### config.mk
export PLATFORM = sky130hd
export DESIGN_NAME = acc_alu
export DESIGN_NICKNAME = d
export VERILOG_FILES = /design/src/rtl/acc_alu.sv
export SDC_FILE = /design/constraint.sdc
export NUM_CORES = 1
export LEC_CHECK = 0
export BUFFER_PORTS_ARGS = -buffer_cell sky130_fd_sc_hd__buf_2
export CORE_MARGIN = 2
export CORE_UTILIZATION = 49
export DETAILED_ROUTE_END_ITERATION = 6
export PLACE_DENSITY = 0.69
export SLEW_MARGIN = 20
export SYNTH_ARGS = -nofsm -noshare
export SYNTH_HDL_FRONTEND = slang
export SYNTH_SLANG_ARGS = --single-unit
### constraint.sdc
create_clock -name vclk -period 40.8
set_clock_uncertainty 0.15 [all_clocks]
set_input_delay 6.12 -clock vclk [all_inputs]
set_output_delay 6.12 -clock vclk [all_outputs]
set_load 0.005 [all_outputs]
### src/rtl/acc_alu.sv
module acc_alu (
  input  logic [4:0] op_i,
  input  logic [7:0] acc_i,
  input  logic [7:0] breg_i,
  input  logic [7:0] opnd_i,
  input  logic       cy_i,
  input  logic       ac_i,
  output logic [7:0] acc_o,
  output logic       acc_we,
  output logic [7:0] breg_o,
  output logic       breg_we,
  output logic       cy_o,
  output logic       cy_we,
  output logic       ac_o,
  output logic       ac_we,
  output logic       ov_o,
  output logic       ov_we
);
  localparam logic [4:0] OP_PASS = 5'd0,  OP_ADD = 5'd1,  OP_ADDC = 5'd2, OP_SUBB = 5'd3,
                         OP_INC  = 5'd4,  OP_DEC = 5'd5,  OP_MUL  = 5'd6, OP_DIV  = 5'd7,
                         OP_DA   = 5'd8,  OP_AND = 5'd9,  OP_OR   = 5'd10, OP_XOR = 5'd11,
                         OP_CPL  = 5'd12, OP_CLR = 5'd13, OP_RL   = 5'd14, OP_RR  = 5'd15,
                         OP_RLC  = 5'd16, OP_RRC = 5'd17, OP_SWAP = 5'd18;

  wire       cin   = (op_i == OP_ADD) ? 1'b0 : cy_i;
  wire       is_sub = (op_i == OP_SUBB);
  wire [7:0] rhs   = is_sub ? ~opnd_i : opnd_i;
  wire       c0    = is_sub ? ~cin : cin;

  wire [4:0] lo_sum = {1'b0, acc_i[3:0]} + {1'b0, rhs[3:0]} + {4'd0, c0};
  wire [7:0] b6_sum = {1'b0, acc_i[6:0]} + {1'b0, rhs[6:0]} + {7'd0, c0};
  wire [8:0] full   = {1'b0, acc_i} + {1'b0, rhs} + {8'd0, c0};
  wire       c3 = lo_sum[4];
  wire       c6 = b6_sum[7];
  wire       c7 = full[8];

  wire [15:0] prod    = acc_i * breg_i;
  wire        div_z   = (breg_i == 8'd0);
  wire [7:0]  quot    = div_z ? 8'hFF   : acc_i / breg_i;
  wire [7:0]  rem     = div_z ? acc_i   : acc_i % breg_i;

  wire       lo_fix = (acc_i[3:0] > 4'd9) | ac_i;
  wire [7:0] da1    = lo_fix ? acc_i + 8'h06 : acc_i;
  wire       hi_fix = (da1[7:4] > 4'd9) | cy_i;
  wire [8:0] da2    = hi_fix ? {1'b0, da1} + 9'h060 : {1'b0, da1};

  always_comb begin
    acc_o   = acc_i;
    breg_o  = breg_i;
    cy_o    = cy_i;
    ac_o    = ac_i;
    ov_o    = 1'b0;
    acc_we  = 1'b1;
    breg_we = 1'b0;
    cy_we   = 1'b0;
    ac_we   = 1'b0;
    ov_we   = 1'b0;
    case (op_i)
      OP_ADD, OP_ADDC, OP_SUBB: begin
        acc_o = full[7:0];
        cy_o  = is_sub ? ~c7 : c7;
        ac_o  = is_sub ? ~c3 : c3;
        ov_o  = c6 ^ c7;
        {cy_we, ac_we, ov_we} = 3'b111;
      end
      OP_INC:  acc_o = acc_i + 8'd1;
      OP_DEC:  acc_o = acc_i - 8'd1;
      OP_MUL: begin
        {breg_o, acc_o} = prod;
        breg_we = 1'b1;
        cy_o = 1'b0;
        ov_o = |prod[15:8];
        {cy_we, ov_we} = 2'b11;
      end
      OP_DIV: begin
        acc_o  = quot;
        breg_o = rem;
        breg_we = 1'b1;
        cy_o = 1'b0;
        ov_o = div_z;
        {cy_we, ov_we} = 2'b11;
      end
      OP_DA: begin
        acc_o = da2[7:0];
        cy_o  = cy_i | da2[8];
        cy_we = 1'b1;
      end
      OP_AND:  acc_o = acc_i & opnd_i;
      OP_OR:   acc_o = acc_i | opnd_i;
      OP_XOR:  acc_o = acc_i ^ opnd_i;
      OP_CPL:  acc_o = ~acc_i;
      OP_CLR:  acc_o = 8'h00;
      OP_RL:   acc_o = {acc_i[6:0], acc_i[7]};
      OP_RR:   acc_o = {acc_i[0], acc_i[7:1]};
      OP_RLC: begin
        acc_o = {acc_i[6:0], cy_i};
        cy_o  = acc_i[7];
        cy_we = 1'b1;
      end
      OP_RRC: begin
        acc_o = {cy_i, acc_i[7:1]};
        cy_o  = acc_i[0];
        cy_we = 1'b1;
      end
      OP_SWAP: acc_o = {acc_i[3:0], acc_i[7:4]};
      default: acc_we = 1'b0;
    endcase
  end
endmodule

==> metrics.log <==
[metrics] number of distinct library cells after synthesis: between 80 and 90
[metrics] most frequent cells in the layout: 109 x sky130_fd_sc_hd__ha_1, 88 x sky130_fd_sc_hd__nand2_1, 85 x sky130_fd_sc_hd__inv_1, 82 x sky130_fd_sc_hd__nor2_1, 61 x sky130_fd_sc_hd__o21ai_0
[metrics] postcts setup bufs: 0
[metrics] power dissipated by switching net loads: about 0.096 mW
[metrics] hold violation count in the final report: 0
[metrics] xor/xnor cell area share of the yosys netlist: under 10%
[metrics] num rows: 41
[metrics] Max stage delay cell, worst path: sky130_fd_sc_hd__or4b_2
[metrics] setup repair after global routing missed its margin: no
[metrics] leakage power of the design: roughly 3.2 nW
[metrics] Slew Viols, Final: 0
[metrics] compound-gate portion of the synthesized area: between 20% and 30%
[metrics] Finish-stage setup viols: 0
[metrics] maximum VDD drop: 44.5 uV
[metrics] Post-route DRC: 0
[metrics] post-synthesis sequential area ratio: 0%
[metrics] detailed-route wire length per cell: 19.3 um
[metrics] number of violations reported at the end of detailed-routing iteration 0: 879
[metrics] cell count after placement: around 1100
[metrics] I/O pin count: between 50 and 60
[metrics] Finished Layout Cells: 1078
[metrics] path category of the worst min-delay check: primary input to output port
[metrics] relative contribution of sequential cells to total power: 0%
[metrics] fraction of the mapped netlist area in adder cells: 33.7%
[metrics] post-synthesis simple-gate area fraction: between 20% and 30%
[metrics] most repeated library cell on the critical path: sky130_fd_sc_hd__ha_1
[metrics] routed length on met2: roughly 9.1 mm
[metrics] Final GP Congestion: 1.01
[metrics] total wirelength of the detailed-routed design: about 21 mm
[metrics] share of cell area taken by muxes after synthesis: between 1.5 and 2%
[metrics] Total Neg Setup Slack: 0 ns
[metrics] shortest period the worst path allows: 24.51 ns
[metrics] max incr delay on CP: approximately 0.65 ns
[metrics] net count of the finished layout: 1088
[metrics] post-detailed-route count of antenna-violating nets: 0
[metrics] pin slew with the least headroom to its limit: 0.875 ns
[metrics] Storage cell area: 0 um^2
[metrics] leftover overflow at the end of global routing: 0
[metrics] Setup Crit Path Kind: primary input to output port
[metrics] full die area: around 14000 um^2
[metrics] # clk buffers: 0
[metrics] cell-internal power: around 0.064 mW
[metrics] number of vias per cell: 6.31
[metrics] effective utilization at floorplan: approximately 50%
[metrics] proportion of total power due to net switching: between 60% and 70%
[metrics] Max Cap Viol: 0
[metrics] via count: approximately 7000
[metrics] Seq Cell Count: 0
[metrics] PD cells: 23.8 nW/um^2
[metrics] Filler Cells Inserted: roughly 1300
[metrics] height of the die: 118 um
[metrics] Data arrival, critical path: roughly 18 ns
[metrics] number of hold buffers added after CTS: 0
[metrics] CP required: about 35 ns
[metrics] proportion of power drawn by the clock network: 0%
[metrics] startpoint class of the critical path: primary input
[metrics] placed instance area: between 6000 and 7000 um^2
[metrics] Die Span X: around 120 um
[metrics] ratio of final minimum period to clock period: about 60%
[metrics] global routing usage summed across all routing layers: about 29%
[metrics] post-synthesis instance area: between 6000 and 7000 um^2
[metrics] headroom to the max-slew limit: about two fifths
[metrics] number of nets produced by synthesis: 1067
[metrics] layout overhead on the synthesized area: 4.79%
[metrics] uppermost routed layer: met4
[metrics] overall power consumption: about 0.16 mW
[metrics] mean instance size in the synthesized netlist: slightly above 7 um^2
[metrics] vias in the first global route: ~6400
[metrics] final instance area: between 6000 and 7000 um^2
[metrics] Synthesis Warnings: 0
[metrics] CTS-repair resized insts: 0
[metrics] peak fanout along the critical path: 13
[metrics] dominant combinational cell family by area after synthesis: adder cells
[metrics] diodes inserted: 0
[metrics] Initial DRT Pass Iterations: 6
[metrics] commonest non-fill, non-tap cell in the layout: sky130_fd_sc_hd__ha_1
[metrics] first-pass GRT wire length: around 33 mm
[metrics] top achievable clock speed: 40.8 MHz
[metrics] HPWL after detailed placement: roughly 17 mm
[metrics] cell count after synthesis: ~900
[metrics] kind of capture point of the worst setup path: output port
[metrics] ratio of cells with drive above 1 in the final layout: a little under a tenth
[metrics] result of the run: completed
[metrics] maximum number of pins on one net before global-route repair: 31
[metrics] wire length on met1: 9.41 mm
[metrics] Placeable Area: about 13000 um^2
[metrics] detailed-routed wire length on met3: between 1.5 and 2 mm
[metrics] IO Port Bufs: 55
[metrics] antenna violations before repair: 0
[metrics] part of the power in combinational logic: 100.0%
## Yosys cell counts (all sizes together), types with 8 or more instances
cell type / instances / share of area (%)
xor2: 11 / 1.5
o21ai: 61 / 4.8
nand3: 18 / 1.5
nor3: 30 / 2.3
o22ai: 8 / 0.78
a31oi: 10 / 0.97
o211ai: 14 / 1.8
or3: 13 / 1.3
a22oi: 10 / 1.2
a211oi: 9 / 1.1
clkbuf: 32 / 2.5
a21oi: 49 / 3.8
nor2: 82 / 4.8
fa: 40 / 12
a21o: 13 / 1.6
nor2b: 10 / 0.97
ha: 109 / 21
xnor2: 33 / 4.5
inv: 85 / 5.0
o21a: 10 / 1.2
nand2: 88 / 5.1
## cell type report
| cell class | count | area, um^2 | share of cell area (%) |
|---|---|---|---|
| multi-input cells | 761 | 5900 | 87.6 |
| inverters | 89 | 334 | 4.96 |
| repair buffers | 56 | 283 | 4.20 |
| well taps | 172 | 215 | 3.20 |
## per-layer routing
| metal | track usage [%] | vias to the layer above |
|---|---|---|
| li1 | - | 3261 |
| met1 | 42.2 | 3168 |
| met2 | 44.8 | 337 |
| met3 | 3.96 | 39 |
| met4 | 5.95 | 0 |
| met5 | 0 | - |
## metrics by stage
step / hold slack, ns / setup slack (ns) / util [%]
after floorplan: 12.19 / 18.08 / -
after global routing: 12.55 / 15.20 / 52.9
after CTS: 12.50 / 16.52 / 52.9
after global placement: 12.49 / 16.81 / 52.9
final: 12.50 / 16.29 / 52.9
after detailed placement: 12.50 / 16.56 / 52.9
## final timing paths
kind       from         to  slack [ns]  cells after the start
max   breg_i[7]  breg_o[6]       16.29                     48
min        cy_i       cy_o       12.50                      4
## critical path: cells and delay by family
kind / cells / cell delay, ns
AOI/OAI and AO/OA: 25 / 5.79
and+or+nand+nor: 12 / 3.28
adders and majority gates: 7 / 2.21
buffers and inverters: 3 / 0.45
muxes: 1 / 0.39
## cell families (layout without fill, tap and decap cells)
group                    Yosys count  after routing
AND/OR/NAND/NOR                  293            293
AO/OA/AOI/OAI                    264            264
adder cells (fa/ha/maj)          149            149
buffers and inverters            126            145
XOR/XNOR                          44             44
multiplexers                      11             11
## power by group through the flow
| stage | Combinational, mW | Sequential, mW | Clock (mW) |
|---|---|---|---|
| 2_1_floorplan | 0.118 | 0 | 0 |
| 3_3_place_gp | 0.157 | 0 | 0 |
| 5_1_grt | 0.180 | 0 | 0 |
| 4_1_cts | 0.159 | 0 | 0 |
| 3_5_place_dp | 0.158 | 0 | 0 |
| 6_report | 0.160 | 0 | 0 |
(Power assumes the default switching activity.)
